===== config.mk =====
export PLATFORM = sky130hd
export DESIGN_NAME = acc_sel
export DESIGN_NICKNAME = d
export VERILOG_FILES = /design/src/rtl/acc_sel_pkg.sv /design/src/rtl/acc_plan_dec.sv /design/src/rtl/acc_first_word.sv /design/src/rtl/acc_beat_pick.sv /design/src/rtl/acc_sel.sv
export SDC_FILE = /design/constraint.sdc
export NUM_CORES = 1
export LEC_CHECK = 0
export BUFFER_PORTS_ARGS = -buffer_cell sky130_fd_sc_hd__clkbuf_2
export CAP_MARGIN = 20
export CORE_MARGIN = 4
export CORE_UTILIZATION = 40
export CTS_CLUSTER_DIAMETER = 80
export DETAILED_ROUTE_END_ITERATION = 6
export PLACE_DENSITY = 0.66
export RECOVER_POWER = 50
export SLEW_MARGIN = 20
export SYNTH_ARGS = -nofsm -noshare
export SYNTH_HDL_FRONTEND = slang
export SYNTH_SLANG_ARGS = --single-unit

===== constraint.sdc =====
create_clock -name clk_i -period 2.2 [get_ports clk_i]
set_input_delay 0.22 -clock clk_i [delete_from_list [all_inputs] [get_ports clk_i]]
set_output_delay 0.22 -clock clk_i [all_outputs]
set_load 0.02 [all_outputs]

===== src/rtl/acc_sel_pkg.sv =====
package acc_sel_pkg;
  typedef enum logic [1:0] {SEQ_NONE, SEQ_BURST, SEQ_SINGLE, SEQ_WORDS} seq_kind_e;
  typedef enum logic [1:0] {ST_IDLE, ST_ISSUE, ST_DATA} seq_state_e;
endpackage


===== src/rtl/acc_plan_dec.sv =====
module acc_plan_dec
  import acc_sel_pkg::*;
#(
  parameter int WPL = 8
) (
  input  logic           wb_i,
  input  logic           en_i,
  input  logic           narrow_i,
  input  logic           write_i,
  input  logic [WPL-1:0] mask_i,
  output seq_kind_e      kind_o,
  output logic           capture_o
);
  logic full_w, any_w, multi_w;

  assign full_w  = &mask_i;
  assign any_w   = |mask_i;
  assign multi_w = |(mask_i & (mask_i - WPL'(1)));

  always_comb begin
    kind_o    = SEQ_SINGLE;
    capture_o = 1'b0;
    if (write_i) begin
      if (en_i && wb_i) begin
        if (narrow_i) kind_o = multi_w ? SEQ_BURST : (any_w ? SEQ_WORDS : SEQ_NONE);
        else          kind_o = full_w  ? SEQ_BURST : (any_w ? SEQ_WORDS : SEQ_NONE);
      end
    end else if (en_i) begin
      kind_o = SEQ_BURST;
    end else begin
      capture_o = 1'b1;
      kind_o    = (wb_i && !narrow_i) ? SEQ_SINGLE : SEQ_BURST;
    end
  end
endmodule


===== src/rtl/acc_first_word.sv =====
module acc_first_word #(
  parameter int WPL  = 8,
  parameter int OFFW = $clog2(WPL)
) (
  input  logic [WPL-1:0]  mask_i,
  output logic            found_o,
  output logic [OFFW-1:0] idx_o
);
  always_comb begin
    found_o = 1'b0;
    idx_o   = '0;
    for (int i = WPL - 1; i >= 0; i--) begin
      if (mask_i[i]) begin
        found_o = 1'b1;
        idx_o   = OFFW'(i);
      end
    end
  end
endmodule


===== src/rtl/acc_beat_pick.sv =====
module acc_beat_pick #(
  parameter int DW   = 32,
  parameter int OFFW = 3
) (
  input  logic            clk_i,
  input  logic            rst_ni,
  input  logic            en_i,
  input  logic            beat_valid_i,
  input  logic [OFFW-1:0] beat_idx_i,
  input  logic [OFFW-1:0] want_idx_i,
  input  logic [DW-1:0]   beat_data_i,
  output logic [DW-1:0]   data_o
);
  always_ff @(posedge clk_i or negedge rst_ni) begin
    if (!rst_ni) data_o <= '0;
    else if (en_i && beat_valid_i && beat_idx_i == want_idx_i) data_o <= beat_data_i;
  end
endmodule


===== src/rtl/acc_sel.sv =====
module acc_sel
  import acc_sel_pkg::*;
#(
  parameter int AW   = 32,
  parameter int DW   = 32,
  parameter int WPL  = 8,
  parameter int LENW = $clog2(WPL + 1)
) (
  input  logic            clk_i,
  input  logic            rst_ni,
  input  logic            req_valid_i,
  output logic            req_ready_o,
  input  logic            req_write_i,
  input  logic [AW-1:0]   req_addr_i,
  input  logic [WPL-1:0]  req_mask_i,
  input  logic            cfg_wb_i,
  input  logic            cfg_en_i,
  input  logic            cfg_narrow_i,
  output logic            txn_valid_o,
  input  logic            txn_ready_i,
  output logic            txn_burst_o,
  output logic            txn_write_o,
  output logic [AW-1:0]   txn_addr_o,
  output logic [LENW-1:0] txn_len_o,
  output logic [WPL-1:0]  txn_mask_o,
  input  logic            beat_valid_i,
  input  logic [DW-1:0]   beat_data_i,
  output logic            done_o,
  output logic            rd_valid_o,
  output logic [DW-1:0]   rd_data_o
);
  localparam int BOFF   = $clog2(DW / 8);
  localparam int OFFW   = $clog2(WPL);
  localparam int LINE_B = BOFF + OFFW;

  seq_state_e      state_q;
  seq_kind_e       kind_q, plan_kind;
  logic            plan_capture, capture_q, write_q, burst_q, done_q, rd_valid_q;
  logic [AW-1:0]   addr_q, base_q, line_base, word_addr;
  logic [WPL-1:0]  rem_q, mask_q, fw_mask;
  logic [OFFW-1:0] fw_idx, want_q;
  logic            fw_found;
  logic [LENW-1:0] len_q, beat_cnt_q;
  logic            last_beat;

  assign line_base = {req_addr_i[AW-1:LINE_B], {LINE_B{1'b0}}};
  assign word_addr = {req_addr_i[AW-1:BOFF], {BOFF{1'b0}}};
  assign fw_mask   = (state_q == ST_IDLE) ? req_mask_i : rem_q;
  assign last_beat = beat_cnt_q == len_q - LENW'(1);

  acc_plan_dec #(.WPL(WPL)) u_plan (
    .wb_i(cfg_wb_i), .en_i(cfg_en_i), .narrow_i(cfg_narrow_i),
    .write_i(req_write_i), .mask_i(req_mask_i),
    .kind_o(plan_kind), .capture_o(plan_capture)
  );

  acc_first_word #(.WPL(WPL), .OFFW(OFFW)) u_first (
    .mask_i(fw_mask), .found_o(fw_found), .idx_o(fw_idx)
  );

  acc_beat_pick #(.DW(DW), .OFFW(OFFW)) u_pick (
    .clk_i, .rst_ni,
    .en_i(capture_q && state_q == ST_DATA),
    .beat_valid_i, .beat_idx_i(beat_cnt_q[OFFW-1:0]),
    .want_idx_i(want_q), .beat_data_i, .data_o(rd_data_o)
  );

  always_ff @(posedge clk_i or negedge rst_ni) begin
    if (!rst_ni) begin
      state_q    <= ST_IDLE;
      kind_q     <= SEQ_NONE;
      capture_q  <= 1'b0;
      write_q    <= 1'b0;
      burst_q    <= 1'b0;
      done_q     <= 1'b0;
      rd_valid_q <= 1'b0;
      addr_q     <= '0;
      base_q     <= '0;
      rem_q      <= '0;
      mask_q     <= '0;
      want_q     <= '0;
      len_q      <= '0;
      beat_cnt_q <= '0;
    end else begin
      done_q     <= 1'b0;
      rd_valid_q <= 1'b0;
      unique case (state_q)
        ST_IDLE: if (req_valid_i) begin
          kind_q    <= plan_kind;
          capture_q <= plan_capture;
          write_q   <= req_write_i;
          base_q    <= line_base;
          want_q    <= (plan_kind == SEQ_SINGLE) ? '0 : req_addr_i[LINE_B-1:BOFF];
          mask_q    <= '1;
          unique case (plan_kind)
            SEQ_NONE: done_q <= 1'b1;
            SEQ_BURST: begin
              addr_q  <= line_base;
              len_q   <= LENW'(WPL);
              burst_q <= 1'b1;
              if (req_write_i) mask_q <= req_mask_i;
              state_q <= ST_ISSUE;
            end
            SEQ_SINGLE: begin
              addr_q  <= word_addr;
              len_q   <= LENW'(1);
              burst_q <= 1'b0;
              state_q <= ST_ISSUE;
            end
            default: begin
              addr_q  <= {req_addr_i[AW-1:LINE_B], fw_idx, {BOFF{1'b0}}};
              rem_q   <= req_mask_i & ~(WPL'(1) << fw_idx);
              len_q   <= LENW'(1);
              burst_q <= 1'b0;
              state_q <= ST_ISSUE;
            end
          endcase
        end
        ST_ISSUE: if (txn_ready_i) begin
          beat_cnt_q <= '0;
          state_q    <= ST_DATA;
        end
        ST_DATA: if (beat_valid_i) begin
          beat_cnt_q <= beat_cnt_q + LENW'(1);
          if (last_beat) begin
            if (kind_q == SEQ_WORDS && fw_found) begin
              addr_q  <= {base_q[AW-1:LINE_B], fw_idx, {BOFF{1'b0}}};
              rem_q   <= rem_q & ~(WPL'(1) << fw_idx);
              state_q <= ST_ISSUE;
            end else begin
              done_q     <= 1'b1;
              rd_valid_q <= capture_q;
              state_q    <= ST_IDLE;
            end
          end
        end
        default: state_q <= ST_IDLE;
      endcase
    end
  end

  assign req_ready_o = state_q == ST_IDLE;
  assign txn_valid_o = state_q == ST_ISSUE;
  assign txn_burst_o = burst_q;
  assign txn_write_o = write_q;
  assign txn_addr_o  = addr_q;
  assign txn_len_o   = len_q;
  assign txn_mask_o  = mask_q;
  assign done_o      = done_q;
  assign rd_valid_o  = rd_valid_q;

  // offer is held until taken
  a_r9_offer_hold: assert property (@(posedge clk_i) disable iff (!rst_ni)
    txn_valid_o && !txn_ready_i |=> txn_valid_o && $stable(txn_addr_o) &&
    $stable(txn_len_o) && $stable(txn_burst_o) && $stable(txn_mask_o));

  a_r9_ready_idle: assert property (@(posedge clk_i) disable iff (!rst_ni)
    req_ready_o |-> !txn_valid_o);

  a_r10_done_ready: assert property (@(posedge clk_i) disable iff (!rst_ni)
    done_o |-> req_ready_o);

  a_r10_rdv_done: assert property (@(posedge clk_i) disable iff (!rst_ni)
    rd_valid_o |-> done_o);

  // bursts cover a full aligned line
  a_r2_burst_line: assert property (@(posedge clk_i) disable iff (!rst_ni)
    txn_valid_o && txn_burst_o |->
    txn_len_o == LENW'(WPL) && txn_addr_o[LINE_B-1:0] == '0);

  a_r6_single_len: assert property (@(posedge clk_i) disable iff (!rst_ni)
    txn_valid_o && !txn_burst_o |-> txn_len_o == LENW'(1));

  a_r5_burst_mask: assert property (@(posedge clk_i) disable iff (!rst_ni)
    txn_valid_o && txn_burst_o && txn_write_o |-> $countones(txn_mask_o) >= 2);
endmodule


==> qor.csv, run 1 <==
metric;value;unit
endpoint class of the critical path;register;
CTS Buf Count;17;
Final Skew;0.00920;ns
Hold WC Path Type;in2reg;
n_diodes;0;
register area share after synthesis;53.1;%
#FFs+latches synth;122;
vias in the first global route;4705;
Crit Path Class;reg2reg;
vias per inst;5.11;
clock root buffer master;clkbuf_16;
Clock Latency Late Sink;0.41;ns
Synth warnings;0;
PwrDens;1520;mW/mm2
Post-Syn Area;0.00575;mm2
Die Area;0.0164;mm2
vias;4689;
IO Pins;163;
R2R depth;10;
syn_area_per_cell;11.0;um2
Crit path required time;2.49;ns
Core Region;0.0140;mm2
pin count of the biggest net entering global routing;123;
flop2flop setup slack;0.03;ns
ratio of cells with drive above 1 in the final layout;45.2;%
CTS tree;built;
fmax;0.460;GHz
Min Clock Period, post-route;2.17;ns
first-pass GRT wire length;23600;um
Startpoint Class;register;
final setup margin;0.0284;ns
EDFF count, synth;0;
Post-synth top cells;dfrtp_1 (122), nand2_1 (101), mux2_2 (56);
status;finished, final reports clean;
initial antenna violation count;0;
largest area contributor in the netlist;dfrtp_1;
initial core utilization;41.1;%
Overall Power;0.0119;W
Post-Route WL;14800;um
Yosys cell types;62;
Max IR drop VDD;0.000600;V
Reg2Reg Capture Point;txn_addr_o[8];
H-tree levels;4;
fin crit share;98.7;%
# nets final;811;
Slew headroom;57.8;%
Remaining Overflow, GRT;0;
Rows;43;
Port Buffers;156;
critical path endpoint;txn_addr_o[8];
most frequent cell after synthesis;dfrtp_1;
Final Max Tran Viols;0;
clk slew on worst S/H paths;0.06;ns
Synth async-reset ratio;100;%
DRT Pass-1 Iters;4;
GPL Wtd Cong;0.813;
Max clock buf depth;2;
RSZ-0062 raised after global routing;true;
final-report hold violation count;0;
Sinks on Clock Net;122;
Tot GR Track Use;18.1;%
Area growth, synth to finish;35.9;%
dpl hpwl;10500;um
post-synthesis cell count;523;
number of max-cap violations;0;
final setup violating endpoints;0;
Synth top area share;53.1;%
crit path from;state_q[1];
pre-CTS setup slack;-0.319;ns
Top FF cell, synth;dfrtp_1;
Lkg Pwr;3.69;nW
DRT antenna net count;0;
CP Data Arrival Time;2.46;ns
die width;128;um
worst slew pin tran;0.633;ns
WL per Instance;16.2;um
Area contributors post-synth;dfrtp_1 (53%), mux2_2 (11%), nand2_1 (6.6%);
DRC;0;
r2r startpoint;state_q[1];
DRT iter0 DRCs;211;
Die Ht;128;um
fill cell count;1264;
CP Max Fanout;10;
==> report_power, final <==
group	internal, W	total (W)	switching (W)
Combinational	0.00203	0.00488	0.00285
Sequential	0.00332	0.00400	0.000685
Clock	0.00204	0.00302	0.000978
==> cell type report <==
cell class / count / area, um2 / area share [%]
inverters: 5 / 21.3 / 0.272
flip-flops and latches: 122 / 3060 / 39.1
clock buffers: 22 / 494 / 6.32
repair buffers: 212 / 1270 / 16.2
clock inverters: 10 / 161 / 2.06
well taps: 180 / 225 / 2.88
multi-input cells: 366 / 2600 / 33.2
==> routing by layer <==
layer  track usage (%)  wire [um]
met1              23.9       6540
met2              29.4       7100
met4              5.93        270
met3              4.50        904
met5                 0          0
==> state kept, by name (all words and copies together), names as in the netlist <==
| name | count |
|---|---|
| u_pick.data_o | 32 |
| txn_addr_o | 30 |
| base_q | 27 |
| rem_q | 8 |
| txn_mask_o | 8 |
| beat_cnt_q | 4 |
| want_q | 3 |
| kind_q | 2 |
| state_q | 2 |
| capture_q | 1 |
| done_o | 1 |
| rd_valid_o | 1 |
| txn_burst_o | 1 |
| txn_len_o | 1 |
| txn_write_o | 1 |
==> worst max-delay path, cell delays in order (launching register included) <==
cell	delay (ns)
dfrtp_2	0.44
buf_4	0.15
nor4_2	0.20
buf_4	0.16
a21oi_4	0.04
o41ai_4	0.42
o32ai_4	0.16
buf_12	0.16
clkbuf_16	0.17
nor2_2	0.09
a31oi_1	0.05
==> logic make-up after synthesis <==
family                   synth area share [%]
other                                  0.0652
buffers and inverters                    4.15
AO/OA/AOI/OAI                            12.1
multiplexers                             12.7
AND/OR/NAND/NOR                          16.0
XOR/XNOR                                0.609
flip-flops                               53.1
adder cells (fa/ha/maj)                  1.30
==> worst min path at each step <==
stage / start / endpoint / slack [ns] / cells after the start
final: beat_data_i[9] / u_pick.data_o[9] / 0.03 / 2
after global routing: beat_data_i[8] / u_pick.data_o[8] / 0.02 / 2
after CTS: beat_data_i[9] / u_pick.data_o[9] / 0.02 / 2
after detailed placement: rst_ni / txn_addr_o[21] / 0.38 / 2
after global placement: rst_ni / txn_addr_o[20] / 0.37 / 2
after floorplan: rst_ni / base_q[10] / -0.08 / 0
==> placed cells by master, fill, tap and decap left out, drive strengths merged, types with 4 or more instances in the layout <==
| cell type | synthesis | final |
|---|---|---|
| a21o | 6 | 6 |
| ha | 6 | 6 |
| a31oi | 31 | 31 |
| buf | 21 | 53 |
| a22oi | 4 | 4 |
| dfrtp | 122 | 122 |
| nor2b | 6 | 6 |
| nand3 | 6 | 6 |
| inv | 5 | 6 |
| nor4 | 5 | 5 |
| nor3 | 5 | 5 |
| bufinv | 0 | 4 |
| o21ai | 21 | 21 |
| nand2b | 4 | 4 |
| a21oi | 13 | 13 |
| o31ai | 4 | 4 |
| and2 | 5 | 5 |
| conb | 1 | 4 |
| nor2 | 42 | 42 |
| mux2 | 62 | 62 |
| clkbuf | 12 | 180 |
| nand2 | 101 | 101 |
| o211ai | 4 | 4 |
==> what timing repair did <==
item,4_1_cts,5_1_grt
gates resized for setup,2,17
cloned,0,2
hold endpoints to repair,122,0
pin swaps,0,3
hold buffers,1,0
setup buffers,0,2
setup endpoints to repair,22,37
==> stage by stage <==
| step | util, % | area [um2] | setup TNS, ns | hold WS [ns] | instances |
|---|---|---|---|---|---|
| 2_1_floorplan | - | 5790 | 0 | -0.0756 | 526 |
| 3_3_place_gp | 50.2 | 7030 | -5.95 | 0.370 | 880 |
| 3_5_place_dp | 50.2 | 7030 | -11.22 | 0.378 | 880 |
| 4_1_cts | 55.1 | 7710 | -0.421 | 0.0175 | 913 |
| 5_1_grt | 55.9 | 7820 | -0.123 | 0.0206 | 917 |
| 6_report | 55.9 | 7820 | 0 | 0.0339 | 917 |
(Power assumes the default switching activity.)
==> run 2, diff against run 1 <==
--- a/config.mk
+++ b/config.mk
@@ -9,2 +9,3 @@
 export CAP_MARGIN = 20
+export CORE_ASPECT_RATIO = 0.75
 export CORE_MARGIN = 4
@@ -13,2 +14,3 @@
 export DETAILED_ROUTE_END_ITERATION = 6
+export MAX_ROUTING_LAYER = met4
 export PLACE_DENSITY = 0.66
==> constraint.sdc (replaced) <==
create_clock -name clk_i -period 2.2 [get_ports clk_i]
set_input_delay 0.11 -clock clk_i [delete_from_list [all_inputs] [get_ports clk_i]]
set_output_delay 0.11 -clock clk_i [all_outputs]
set_load 0.02 [all_outputs]
==> run 2 against run 1 <==
Clock skew up 0.0020 ns. Sequential share of layout area is 2.4 points lower. Setup slack lost 0.0043 ns. Sequential power hardly changed. Clock power fell by 9.3%. Wire length grew 7.5%. Core utilization is 4.0 points higher. Die area grew 0.12%. Sequential cell count did not move. Fmax shrank 0.20%. Combinational power rose by 2%. Critical path type unchanged. Critical endpoint is now txn_addr_o[2].
==> qor.csv, run 2 (same netlist as run 1, synthesis figures left out) <==
metric;value;unit;change
most frequent cells in the layout;clkbuf_2 (131), dfrtp_1 (122), nand2_1 (100);;was clkbuf_2 (128), dfrtp_1 (120), nand2_1 (99)
DRT Pass-1 Iters;5;;was 4
Clk pwr share;23.4;%;was 25.4%
sw frac;39.3;%;was 37.9%
endpoint class of the critical path;register;;unchanged
WHS Path Cells;2;;unchanged
WL per Instance;16.3;um;was 16.2 um
IO Pins;163;;unchanged
status;finished, final reports clean;;unchanged
Lkg Pwr;3.92;nW;was 3.69 nW
cell area after placement;0.00700;mm2;was 0.00703 mm2
fmax;0.460;GHz;about the same
fin crit share;98.9;%;was 98.7%
met2 Resource Use GR;33.0;%;was 29.4%
Die Area;0.0164;mm2;about the same
pre-CTS setup slack;-0.200;ns;was -0.319 ns
Area growth, synth to finish;44.6;%;was 35.9%
die width;146;um;was 128 um
number of flip-flops in the largest register;32;;unchanged
DRC;0;;unchanged
Core Region;0.0139;mm2;was 0.0140 mm2
Rows;37;;was 43
final-report hold violation count;0;;unchanged
Max clock buf depth;2;;unchanged
clk slew on worst S/H paths;0.06;ns;about the same
Post-Route WL;15900;um;was 14800 um
DRT antenna net count;0;;unchanged
Min Clock Period, post-route;2.18;ns;was 2.17 ns
CP Max Fanout;21;;was 10
clock root buffer master;clkbuf_16;;unchanged
vias in the first global route;5273;;was 4705
Sinks on Clock Net;122;;unchanged
vias;4916;;was 4689
ratio of cells with drive above 1 in the final layout;40.6;%;was 45.2%
CTS Buf Count;17;;unchanged
Final Skew;0.0112;ns;was 0.00920 ns
number of max-cap violations;0;;unchanged
initial antenna violation count;0;;unchanged
initial core utilization;41.4;%;was 41.1%
Final Max Tran Viols;0;;unchanged
Overall Power;0.0117;W;was 0.0119 W
commonest non-fill, non-tap cell in the layout;clkbuf_2;;unchanged
DRT iter0 DRCs;243;;was 211
flop2flop setup slack;0.02;ns;was 0.03 ns
Tot GR Track Use;20.4;%;was 18.1%
Remaining Overflow, GRT;0;;unchanged
largest reg by FF count;u_pick.data_o;;unchanged
GPL Wtd Cong;0.845;;was 0.813
H-tree levels;4;;unchanged
n_diodes;0;;unchanged
worst slew pin tran;0.954;ns;was 0.633 ns
final setup margin;0.0241;ns;was 0.0284 ns
Max IR drop VDD;0.000715;V;was 0.000600 V
Final Core Density;59.9;%;was 55.9%
RSZ-0062 raised after global routing;true;;unchanged
Crit Path Class;reg2reg;;unchanged
M3 GR Usage;5.33;%;was 4.50%
dpl hpwl;10800;um;was 10500 um
# nets final;875;;was 811
sw power;0.00460;W;was 0.00451 W
busiest grt layer;met2;;unchanged
Slew headroom;36.4;%;was 57.8%
Die Ht;112;um;was 128 um
combinational group share of total power;42.4;%;was 41.0%
PwrDens;1410;mW/mm2;was 1520 mW/mm2
Startpoint Class;register;;unchanged
pin count of the biggest net entering global routing;47;;was 123
CP Data Arrival Time;2.46;ns;about the same
Seq pwr share;34.2;%;was 33.6%
final setup violating endpoints;0;;unchanged
Int Power;0.00710;W;was 0.00740 W
Port Buffers;156;;unchanged
Crit path required time;2.49;ns;about the same
met1 Track Usage GR;26.1;%;was 23.9%
fin area;0.00832;mm2;was 0.00782 mm2
Hold WC Path Type;in2reg;;unchanged
first-pass GRT wire length;26500;um;was 23600 um
R2R depth;9;;was 10
vias per inst;5.04;;was 5.11
Clock Latency Late Sink;0.41;ns;about the same
CTS tree;built;;unchanged
run 2: changes by cell type in the layout (fill, tap and decap cells not counted), sizes merged:
cell,previous run,this run
dlygate4sd3,1,66
clkinv,2,7
clkbuf,180,176
bufinv,4,2
buf,53,52
clkinvlp,3,4
run 2: repair_timing:
item | 4_1_cts | 5_1_grt
hold buffers | 66 | 0
setup buffers | 1 | 0
endpoints found under the hold margin | 128 | 0
endpoints found under the setup margin | 24 | 29
resized for setup | 10 | 3
pin swaps | 2 | 1
gates cloned | 1 | 1
run 2: area by class of cell:
| type | instances | area, um2 |
|---|---|---|
| timing repair buffer | 276 | 1900 |
| clock inverter | 14 | 149 |
| sequential | 122 | 3050 |
| clock buffer | 18 | 439 |
| tap | 175 | 219 |
| multi-input combinational | 366 | 2540 |
| inverter | 5 | 21.3 |
| fill | 1154 | 5570 |
run 2: stage by stage:
stage	hold slack [ns]	instances	setup TNS [ns]
finish	0.0830	976	0
global route	0.0778	976	-0.237
floorplan	-0.186	526	0
CTS	0.0592	975	0
global placement	0.105	875	-2.34
detailed placement	0.120	875	-4.79
run 2: power groups by stage:
stage	clock network, W	registers, W	logic, W
after floorplan	0	0.00473	0.00235
after global placement	0	0.00395	0.00464
after detailed placement	0	0.00402	0.00474
after CTS	0.00281	0.00399	0.00501
after global routing	0.00292	0.00415	0.00538
final	0.00274	0.00400	0.00497
run 2: worst paths after layout:
kind                                       to           from
worst max-delay path            txn_addr_o[2]     state_q[1]
worst min-delay path              txn_write_o    req_write_i
worst max register to register  txn_addr_o[2]     state_q[1]
worst min register to register  txn_mask_o[0]  txn_mask_o[0]
max in group asynchronous          base_q[21]         rst_ni
min in group asynchronous           capture_q         rst_ni
run 2: worst max-delay path, stage by stage (launching register included):
cell	delay, ns
dfrtp_1	0.42
buf_6	0.15
nor4_4	0.20
buf_4	0.16
a21oi_4	0.04
o41ai_4	0.42
o32ai_4	0.16
buf_12	0.17
buf_16	0.16
o21a_1	0.17
run 2: metal layers:
metal / routed length [um] / part of all wire [%]
met5: 0 / 0
met4: 91 / 0.57
met3: 979 / 6.1
met2: 7650 / 48
met1: 7200 / 45
